`src/rtl/slpwd_pkg.sv`:
```
package slpwd_pkg;
   localparam int NUM_INTV = 4;
   localparam int SEL_W    = 2;
   typedef logic [SEL_W-1:0] intv_sel_t;

   // log2 of the period length for select value k
   function automatic int intv_log2(input int base_log2, input int step_log2, input int k);
      return base_log2 + k * step_log2;
   endfunction
endpackage

```
`src/rtl/slpwd_interval.sv`:
```
module slpwd_interval #(
   parameter int BASE_LOG2 = 6,
   parameter int STEP_LOG2 = 3
) (
   input  logic                 clk,
   input  logic                 rst_n,
   input  logic                 tick_en,
   input  slpwd_pkg::intv_sel_t sel_in,
   output logic                 wrap_o
);
   localparam int CNT_W = slpwd_pkg::intv_log2(BASE_LOG2, STEP_LOG2, slpwd_pkg::NUM_INTV - 1);

   logic [CNT_W-1:0]     cnt_q;
   slpwd_pkg::intv_sel_t act_q;
   logic [CNT_W-1:0]     last_v [slpwd_pkg::NUM_INTV];
   logic                 at_last;

   for (genvar k = 0; k < slpwd_pkg::NUM_INTV; k++) begin : g_last
      localparam int LG = slpwd_pkg::intv_log2(BASE_LOG2, STEP_LOG2, k);
      assign last_v[k] = CNT_W'((64'd1 << LG) - 64'd1);
   end

   assign at_last = (cnt_q == last_v[act_q]);

   always_ff @(posedge clk) begin
      if (!rst_n) begin
         cnt_q  <= '0;
         act_q  <= '0;
         wrap_o <= 1'b0;
      end else begin
         wrap_o <= 1'b0;
         if (tick_en) begin
            if (at_last) begin
               cnt_q  <= '0;
               act_q  <= sel_in;
               wrap_o <= 1'b1;
            end else begin
               cnt_q <= cnt_q + 1'b1;
            end
         end
      end
   end
endmodule

```
`src/rtl/slpwd_watchdog.sv`:
```
module slpwd_watchdog #(
   parameter int WDT_PERIODS = 3
) (
   input  logic clk,
   input  logic rst_n,
   input  logic wrap_i,
   input  logic clear_i,
   output logic bite_o
);
   localparam int WCNT_W = $clog2(WDT_PERIODS + 1);
   localparam logic [WCNT_W-1:0] LAST_SEEN = WCNT_W'(WDT_PERIODS - 1);

   logic [WCNT_W-1:0] seen_q;

   always_ff @(posedge clk) begin
      if (!rst_n) begin
         seen_q <= '0;
         bite_o <= 1'b0;
      end else begin
         bite_o <= 1'b0;
         if (clear_i) begin
            seen_q <= '0;
         end else if (wrap_i) begin
            if (seen_q == LAST_SEEN) begin
               seen_q <= '0;
               bite_o <= 1'b1;
            end else begin
               seen_q <= seen_q + 1'b1;
            end
         end
      end
   end
endmodule

```
`src/rtl/slpwd_bgduty.sv`:
```
module slpwd_bgduty #(
   parameter int BG_PERIOD_TICKS = 32,
   parameter int BG_PULSE_CYC    = 1440
) (
   input  logic clk,
   input  logic rst_n,
   input  logic tick_en,
   input  logic sleep_i,
   input  logic hold_i,
   output logic bg_en_o
);
   localparam int PW = $clog2(BG_PULSE_CYC + 1);

   logic          strobe;
   logic [PW-1:0] pcnt_q;

   if (BG_PERIOD_TICKS == 1) begin : g_every
      assign strobe = tick_en;
   end else begin : g_div
      localparam int DW = $clog2(BG_PERIOD_TICKS);
      localparam logic [DW-1:0] DLAST = DW'(BG_PERIOD_TICKS - 1);
      logic [DW-1:0] dcnt_q;
      always_ff @(posedge clk) begin
         if (!rst_n) begin
            dcnt_q <= '0;
         end else if (tick_en) begin
            dcnt_q <= (dcnt_q == DLAST) ? '0 : dcnt_q + 1'b1;
         end
      end
      assign strobe = tick_en && (dcnt_q == DLAST);
   end

   always_ff @(posedge clk) begin
      if (!rst_n) begin
         pcnt_q <= '0;
      end else if (strobe) begin
         pcnt_q <= PW'(BG_PULSE_CYC);
      end else if (pcnt_q != '0) begin
         pcnt_q <= pcnt_q - 1'b1;
      end
   end

   assign bg_en_o = !sleep_i || hold_i || (pcnt_q != '0);
endmodule

```
`src/rtl/slp_wdt_timer.sv`:
```
module slp_wdt_timer #(
   parameter int BASE_LOG2       = 6,
   parameter int STEP_LOG2       = 3,
   parameter int WDT_PERIODS     = 3,
   parameter int BG_PERIOD_TICKS = 32,
   parameter int BG_PULSE_CYC    = 1440
) (
   input  logic       clk,
   input  logic       rst_n,
   input  logic       tick32k_en,
   input  logic [1:0] intv_sel,
   input  logic       wdt_clear,
   input  logic       sleep_mode,
   input  logic       bg_hold,
   output logic       wake_irq,
   output logic       wdt_bite,
   output logic       bg_power_en
);
   localparam int TOP_LOG2 = slpwd_pkg::intv_log2(BASE_LOG2, STEP_LOG2, slpwd_pkg::NUM_INTV - 1);

   if (BASE_LOG2 < 1) begin : g_bad_base
      $error("BASE_LOG2 must be at least 1");
   end
   if (STEP_LOG2 < 1) begin : g_bad_step
      $error("STEP_LOG2 must be at least 1");
   end
   if (TOP_LOG2 > 31) begin : g_bad_top
      $error("longest interval exceeds 31 counter bits");
   end
   if (WDT_PERIODS < 1) begin : g_bad_wdt
      $error("WDT_PERIODS must be at least 1");
   end
   if (BG_PERIOD_TICKS < 1 || BG_PULSE_CYC < 1) begin : g_bad_bg
      $error("bandgap period and pulse must be at least 1");
   end

   logic wrap;

   slpwd_interval #(
      .BASE_LOG2 (BASE_LOG2),
      .STEP_LOG2 (STEP_LOG2)
   ) u_intv (
      .clk     (clk),
      .rst_n   (rst_n),
      .tick_en (tick32k_en),
      .sel_in  (intv_sel),
      .wrap_o  (wrap)
   );

   slpwd_watchdog #(
      .WDT_PERIODS (WDT_PERIODS)
   ) u_wdog (
      .clk     (clk),
      .rst_n   (rst_n),
      .wrap_i  (wrap),
      .clear_i (wdt_clear),
      .bite_o  (wdt_bite)
   );

   slpwd_bgduty #(
      .BG_PERIOD_TICKS (BG_PERIOD_TICKS),
      .BG_PULSE_CYC    (BG_PULSE_CYC)
   ) u_bg (
      .clk     (clk),
      .rst_n   (rst_n),
      .tick_en (tick32k_en),
      .sleep_i (sleep_mode),
      .hold_i  (bg_hold),
      .bg_en_o (bg_power_en)
   );

   assign wake_irq = wrap;
endmodule

```
`config.mk`:
```
export PLATFORM = sky130hd
export DESIGN_NAME = slp_wdt_timer
export DESIGN_NICKNAME = d
export VERILOG_FILES = /design/src/rtl/slpwd_pkg.sv /design/src/rtl/slpwd_interval.sv /design/src/rtl/slpwd_watchdog.sv /design/src/rtl/slpwd_bgduty.sv /design/src/rtl/slp_wdt_timer.sv
export SDC_FILE = /design/constraint.sdc
export NUM_CORES = 1
export LEC_CHECK = 0
export CORE_ASPECT_RATIO = 2
export CORE_MARGIN = 8
export CORE_UTILIZATION = 45
export CTS_BUF_LIST = sky130_fd_sc_hd__clkbuf_4
export CTS_CLUSTER_DIAMETER = 30
export DETAILED_ROUTE_END_ITERATION = 10
export GPL_TIMING_DRIVEN = 0
export PLACE_DENSITY = 0.68
export SLEW_MARGIN = 20
export SYNTH_ARGS = -nofsm -noshare
export SYNTH_HDL_FRONTEND = slang
export SYNTH_SLANG_ARGS = --single-unit
```
`constraint.sdc`:
```
create_clock -name clk -period 2.3 [get_ports clk]
set_input_delay 0.23 -clock clk [delete_from_list [all_inputs] [get_ports clk]]
set_output_delay 0.23 -clock clk [all_outputs]
set_load 0.02 [all_outputs]
```
==> results of run 1 <==
final cells by class:
type	instances	area, um2
plain buffers	3	18.8
clock buffers	6	45.0
clock inverters	2	10.0
fillers	363	1780
inverters	5	18.8
multi-input cells	148	1010
flip-flops and latches	37	741
well taps	51	63.8
repair buffers	12	115
logic make-up (layout without fill, tap and decap cells):
group	after synthesis	count (layout)	synth area share [%]
adders and majority gates	4	4	2.83
DFF	37	37	41.9
and+or+nand+nor	93	93	27.3
xor gates and xnor gates	21	21	10.4
buffers and inverters	8	28	2.12
AOI/OAI and AO/OA	23	23	11.4
muxes	7	7	3.97
metrics by stage:
step,instance area [um2],instances
3_3_place_gp,1930,254
3_5_place_dp,1930,254
4_1_cts,2030,264
5_1_grt,2030,264
2_1_floorplan,1770,193
6_report,2030,264
tightest hold or removal path, delay by kind of cell:
kind,cells,cell delay (ns)
buffers and inverters,1,0.41
muxes,1,0.06
and+or+nand+nor,1,0.06
per-layer routing:
layer	track usage [%]	share of wire (%)
met1	11.2	40
met2	21.8	54
met5	0	0
met4	6.88	3.2
met3	2.83	3.4
flip-flops by register name, indices dropped and copies added, names as in the netlist:
signal	flops
u_intv.act_q	2
u_intv.wrap_o	1
u_bg.g_div.dcnt_q	5
u_intv.cnt_q	15
u_wdog.bite_o	1
u_wdog.seen_q	2
u_bg.pcnt_q	11
where the power goes:
| group | total [mW] | internal [mW] | switching (mW) |
|---|---|---|---|
| registers | 0.793 | 0.706 | 0.0862 |
| clock network | 0.354 | 0.128 | 0.225 |
| logic | 0.585 | 0.290 | 0.295 |
| total | 1.73 | 1.12 | 0.607 |
path summary, 6_finish.rpt:
| check | start | endpoint | slack [ns] | cells after the start |
|---|---|---|---|---|
| min | intv_sel[0] | u_intv.act_q[0] | 0.44 | 3 |
| max | u_bg.pcnt_q[0] | bg_power_en | 0.11 | 6 |
| max reg2reg | u_intv.cnt_q[0] | u_intv.cnt_q[11] | 0.34 | 5 |
| min reg2reg | u_intv.wrap_o | u_wdog.bite_o | 0.47 | 2 |
cells in the mapped netlist, types with 3 or more instances:
| library cell | count |
|---|---|
| nand3_1 | 7 |
| a211oi_1 | 3 |
| xor2_1 | 7 |
| xnor2_1 | 14 |
| a21boi_0 | 4 |
| nor4_1 | 3 |
| or4_1 | 3 |
| a21oi_1 | 7 |
| ha_1 | 4 |
| o31ai_1 | 3 |
| mux2i_1 | 7 |
| and3_1 | 3 |
| nor2b_1 | 4 |
| nand4_1 | 4 |
| nor3_1 | 9 |
| inv_1 | 5 |
| nand2_1 | 18 |
| nor4_2 | 3 |
| nor2_1 | 26 |
| dfxtp_1 | 37 |
layout by cell type, fill, tap and decap left out, drive strengths merged, types with 3 or more instances in the layout:
| master | instances |
|---|---|
| a211oi | 3 |
| a21boi | 4 |
| a21oi | 7 |
| and3 | 4 |
| buf | 4 |
| clkbuf | 7 |
| clkdlybuf4s50 | 10 |
| dfxtp | 37 |
| ha | 4 |
| inv | 5 |
| mux2i | 7 |
| nand2 | 18 |
| nand3 | 7 |
| nand4 | 4 |
| nor2 | 28 |
| nor2b | 4 |
| nor3 | 9 |
| nor4 | 6 |
| o31ai | 3 |
| or4 | 3 |
| xnor2 | 14 |
| xor2 | 7 |
timing repair:
| action | in CTS | in global routing |
|---|---|---|
| resized for setup | 3 | 0 |
| hold buffers | 0 | 0 |
| endpoints found under the setup margin | 1 | 0 |
| setup buffers | 2 | 0 |
==> tab_implementation.tex, run 1 <==
\begin{tabular}{lr}
\hline
Metric & Value \\
\hline
\multicolumn{2}{l}{\textbf{Setup path}} \\
Highest cell delay on the worst timing path & 0.60 ns \\
Critical Path RT & 2.07 ns \\
Slowest library cell on the worst path & clkdlybuf4s50\_1 \\
Highest fanout seen on the critical path & 6 \\
Worst Setup End Kind & output pin \\
Number of buffer and inverter instances along the worst setup path & 2 \\
Gate family responsible for the most delay along the worst path & buffers and inverters \\
Arrival time at the worst endpoint & 1.96 ns \\
Critical path type & flop to output pin \\
Kind of start point of the critical path & flop \\
Ordered cell list for the critical path & inv\_1, ha\_1, nand2b\_4, nor2\_1, nand3b\_1, clkdlybuf4s50\_1 \\
\multicolumn{2}{l}{\textbf{Power and ir drop}} \\
Leak Pwr & 0.723 nW \\
Worst IR Drop VDD & 487 uV \\
Overall power after layout & 1.73 mW \\
Total power divided by cell area & 855 mW/mm2 \\
\multicolumn{2}{l}{\textbf{GRT}} \\
All-Layer GR Usage & 12.0\% \\
Via count of the first global-routing pass & 1,354 \\
Number of antenna violations at the first check in global routing & 0 \\
Final global-route overflow total & 0 \\
Maximum number of pins on one net before global-route repair & 12 \\
Wire length of the first global-routing pass & 5890 um \\
\multicolumn{2}{l}{\textbf{Placed design}} \\
Buffers on Ports & 10 \\
Total half-perimeter wirelength after legalization and detailed placement & 2400 um \\
Final weighted congestion in routability-driven placement & 0.739 \\
Post-Place Setup Slack & 0.0106 ns \\
\multicolumn{2}{l}{\textbf{Clock tree}} \\
TritonCTS buffer count & 5 \\
Clock latency at the later pin of the worst-skew pair & 0.35 ns \\
Clock transition at the register clock pins on the worst setup and hold paths after CTS & 0.12 ns \\
Clock tree from TritonCTS & done \\
Root buf cell & clkbuf\_4 \\
Sink Count & 37 \\
Maximum clock path buffer count & 2 \\
H-tree depth reported by CTS & 2 \\
\multicolumn{2}{l}{\textbf{Yosys}} \\
Share of synthesized registers carrying an async set or reset & 0\% \\
Post-synthesis instance total & 193 \\
Area of the mapped netlist & 0.00177 mm2 \\
Ranking of synthesized cells by area & dfxtp\_1, xnor2\_1, nor2\_1, mux2i\_1, nand2\_1 \\
Total number of yosys warnings & 0 \\
Number of flops mapped to enable cells by yosys & 0 \\
Cell type with the highest aggregate area in the netlist & dfxtp\_1 \\
Number of distinct standard cells referenced by the synthesized netlist & 38 \\
Net count after synthesis & 205 \\
Prevailing post-synth register cell & dfxtp\_1 \\
Fraction of synthesized cell area taken by the top area cell type & 41.9\% \\
Seq cells post-synth & 37 \\
Mean instance size in the synthesized netlist & 9.15 um2 \\
Fraction of the yosys area taken by sequential cells & 41.9\% \\
\multicolumn{2}{l}{\textbf{Cells and area}} \\
Number of nets in the layout & 224 \\
Core utilization of the finished layout & 53.3\% \\
Share of cells above drive strength 1 & 10.3\% \\
Area added between synthesis and finish & 14.7\% \\
Number of diodes & 0 \\
\multicolumn{2}{l}{\textbf{Flow run}} \\
Count of maximum capacitance violations & 0 \\
\multicolumn{2}{l}{\textbf{Timing}} \\
Tcrit/Tclk final & 95.2\% \\
Normalized max-slew margin & 63.9\% \\
Final hold viol count & 0 \\
Final-layout setup total negative slack & 0 ns \\
Worst Hold Margin & 0.443 ns \\
Worst setup margin & 0.111 ns \\
Setup repair after global routing missed its margin & false \\
Pins Over Slew Limit & 0 \\
Worst Max-Slew Pin Slew & 0.540 ns \\
Maximum clock skew at final layout & 0.00993 ns \\
Timing-limited maximum frequency & 457 MHz \\
Final setup violating endpoints & 0 \\
Shortest clock period the worst path allows after layout & 2.19 ns \\
\multicolumn{2}{l}{\textbf{Status}} \\
Run status & finished, final reports clean \\
\multicolumn{2}{l}{\textbf{Floorplanning}} \\
Area inside the core boundary & 0.00380 mm2 \\
Die width & 60.3 um \\
I/O Pins & 11 \\
Die area & 0.00631 mm2 \\
Floorplan row count & 32 \\
Effective utilization at floorplan & 46.4\% \\
Vert. Die Dim & 105 um \\
\multicolumn{2}{l}{\textbf{Routing}} \\
Initial DRC Count & 22 \\
Drc violations & 0 \\
Total iterations of the first detailed-routing run & 4 \\
WL/cell & 12.5 um \\
Count of vias placed by the detailed router & 1,394 \\
Mean number of vias per cell & 5.28 \\
Post-route antenna net violation count & 0 \\
Total wire length & 3310 um \\
\multicolumn{2}{l}{\textbf{Min path}} \\
Worst hold path type & input port to flop \\
\hline
\end{tabular}
No activity file was read; power rests on OpenSTA's default activity.
==> run 2, diff against run 1 <==
- CORE_MARGIN: 8 -> 2
- PLACE_DENSITY: 0.68 -> 0.64
==> run 2 against run 1 <==
Against the previous run: power decreased by 0.62%; core utilization decreased by 0.23 points; final area decreased by 0.43%; highest routed layer unchanged; final cell count unchanged; clock skew increased by 0.0066 ns; critical endpoint unchanged; hold slack got worse by 0.0061 ns; largest cell class unchanged; via count increased by 3.8%.
==> tab_implementation.tex, run 2 (synthesized netlist as in run 1, its figures left out) <==
\begin{tabular}{lr}
\hline
Metric & Value \\
\hline
\multicolumn{2}{l}{\textbf{Timing}} \\
Final-layout setup total negative slack & 0 ns \\
Final hold viol count & 0 \\
Final setup violating endpoints & 0 \\
Setup repair after global routing missed its margin & false \\
Normalized max-slew margin & 62.4\% \\
Worst Max-Slew Pin Slew & 0.564 ns \\
Maximum clock skew at final layout & 0.0166 ns \\
Tcrit/Tclk final & 91.8\% \\
Timing-limited maximum frequency & 473 MHz \\
Pins Over Slew Limit & 0 \\
Shortest clock period the worst path allows after layout & 2.11 ns \\
\multicolumn{2}{l}{\textbf{Placed design}} \\
Number of placed instances, taps included & 254 \\
Total half-perimeter wirelength after legalization and detailed placement & 2750 um \\
Final weighted congestion in routability-driven placement & 0.859 \\
Buffers on Ports & 10 \\
\multicolumn{2}{l}{\textbf{Setup path}} \\
Critical Path RT & 2.07 ns \\
Worst r2r path cells & 5 \\
End point of the critical path & bg\_power\_en \\
Highest fanout seen on the critical path & 6 \\
Flop2flop setup slack & 0.36 ns \\
Worst Setup End Kind & output pin \\
Slowest library cell on the worst path & dfxtp\_1 \\
Gate family responsible for the most delay along the worst path & simple AND/OR/NAND/NOR gates \\
Number of buffer and inverter instances along the worst setup path & 2 \\
Critical Path Stages & 6 \\
Critical Path Source & u\_bg.pcnt\_q[0] \\
Worst reg2reg endpoint & u\_intv.cnt\_q[12] \\
Arrival time at the worst endpoint & 1.88 ns \\
Critical path type & flop to output pin \\
Ordered cell list for the critical path & inv\_1, ha\_1, nand2b\_1, nor2\_1, nand3b\_1, dlygate4sd2\_1 \\
Kind of start point of the critical path & flop \\
Reg-to-reg startpoint & u\_intv.cnt\_q[0] \\
Highest cell delay on the worst timing path & 0.36 ns \\
\multicolumn{2}{l}{\textbf{Floorplanning}} \\
Die area & 0.00447 mm2 \\
Effective utilization at floorplan & 46.4\% \\
I/O Pins & 11 \\
Die width & 48.3 um \\
Floorplan row count & 32 \\
Vert. Die Dim & 92.6 um \\
Area inside the core boundary & 0.00380 mm2 \\
\multicolumn{2}{l}{\textbf{Status}} \\
Run status & finished, final reports clean \\
\multicolumn{2}{l}{\textbf{GRT}} \\
Number of antenna violations at the first check in global routing & 0 \\
Final global-route overflow total & 0 \\
Via count of the first global-routing pass & 1,527 \\
Wire length of the first global-routing pass & 6370 um \\
All-Layer GR Usage & 18.3\% \\
Maximum number of pins on one net before global-route repair & 13 \\
\multicolumn{2}{l}{\textbf{Power and ir drop}} \\
Leak Pwr & 0.714 nW \\
Total power divided by cell area & 853 mW/mm2 \\
Worst IR Drop VDD & 711 uV \\
\multicolumn{2}{l}{\textbf{Clock tree}} \\
Maximum clock path buffer count & 2 \\
Root buf cell & clkbuf\_4 \\
CTS Hold Bufs & 0 \\
TritonCTS buffer count & 5 \\
Clock transition at the register clock pins on the worst setup and hold paths after CTS & 0.11 ns \\
Clock latency at the later pin of the worst-skew pair & 0.36 ns \\
Sink Count & 37 \\
Clock tree from TritonCTS & done \\
H-tree depth reported by CTS & 2 \\
\multicolumn{2}{l}{\textbf{Routing}} \\
Total wire length & 3730 um \\
Initial DRC Count & 28 \\
Post-route antenna net violation count & 0 \\
WL/cell & 14.1 um \\
Mean number of vias per cell & 5.48 \\
Total iterations of the first detailed-routing run & 5 \\
Drc violations & 0 \\
Count of vias placed by the detailed router & 1,447 \\
\multicolumn{2}{l}{\textbf{Min path}} \\
Worst hold path type & input port to flop \\
\multicolumn{2}{l}{\textbf{Cells and area}} \\
Area added between synthesis and finish & 14.2\% \\
Number of diodes & 0 \\
Core utilization of the finished layout & 53.0\% \\
Largest registers & u\_intv.cnt\_q (15), u\_bg.pcnt\_q (11), u\_bg.g\_div.dcnt\_q (5) \\
Number of fill cells in the layout & 356 \\
Post-Layout Cell Count & 264 \\
Top reg by flops & u\_intv.cnt\_q \\
Share of cells above drive strength 1 & 9.86\% \\
Commonest cells after routing, fill and taps aside & dfxtp\_1, nor2\_1, nand2\_1, xnor2\_1 \\
Most common cell after layout, fill and taps aside & dfxtp\_1 \\
Number of nets in the layout & 224 \\
Number of flip-flops in the largest register & 15 \\
\multicolumn{2}{l}{\textbf{Flow run}} \\
Count of maximum capacitance violations & 0 \\
\hline
\end{tabular}
[run 2: how the worst min path moves through the flow]
stage,from,to,cells after the start
after CTS,intv_sel[1],u_intv.act_q[1],3
after global placement,u_wdog.seen_q[1],u_wdog.bite_o,2
final,intv_sel[1],u_intv.act_q[1],3
after detailed placement,u_wdog.seen_q[0],u_wdog.bite_o,1
after floorplan,intv_sel[0],u_intv.act_q[0],2
after global routing,intv_sel[1],u_intv.act_q[1],3
[run 2: what timing repair did]
item,CTS,global route
buffers inserted,2,0
endpoints found under the setup margin,1,0
gates resized for setup,3,0
[run 2: stage by stage]
step,power [mW],hold WS (ns),instance area [um2],setup WS (ns)
floorplan,1.20,0.372,1770,0.682
global placement,1.30,0.451,1930,0.0473
detailed placement,1.32,0.476,1930,0.0307
CTS,1.72,0.435,2020,0.176
global route,1.83,0.469,2020,0.0474
finish,1.72,0.437,2020,0.188
[run 2: worst min-delay path: cells and delay by family]
family / cells / cell delay (ns)
buf+inv: 1 / 0.40
simple gates: 1 / 0.06
mux: 1 / 0.05
[run 2: final cells by class]
| class | count | area (um2) | area share [%] |
|---|---|---|---|
| Timing Repair Buffer | 12 | 114 | 5.65 |
| Inverter | 5 | 18.8 | 0.931 |
| Clock inverter | 3 | 17.5 | 0.868 |
| Clock buffer | 5 | 37.5 | 1.86 |
| Buffer | 3 | 18.8 | 0.931 |
| Multi-Input combinational cell | 148 | 1010 | 49.9 |
| Tap cell | 51 | 63.8 | 3.16 |
| Sequential cell | 37 | 741 | 36.7 |
[run 2: power breakdown]
group	switching (mW)	internal [mW]	leakage, nW
Clock	0.231	0.115	0.0310
Sequential	0.0877	0.706	0.301
Combinational	0.301	0.280	0.383
[run 2: layer usage]
| metal | part of all wire (%) | GRT usage, % |
|---|---|---|
| met5 | 0 | 0 |
| met4 | 4.1 | 13.8 |
| met3 | 1.7 | 2.90 |
| met2 | 56 | 35.3 |
| met1 | 38 | 16.4 |
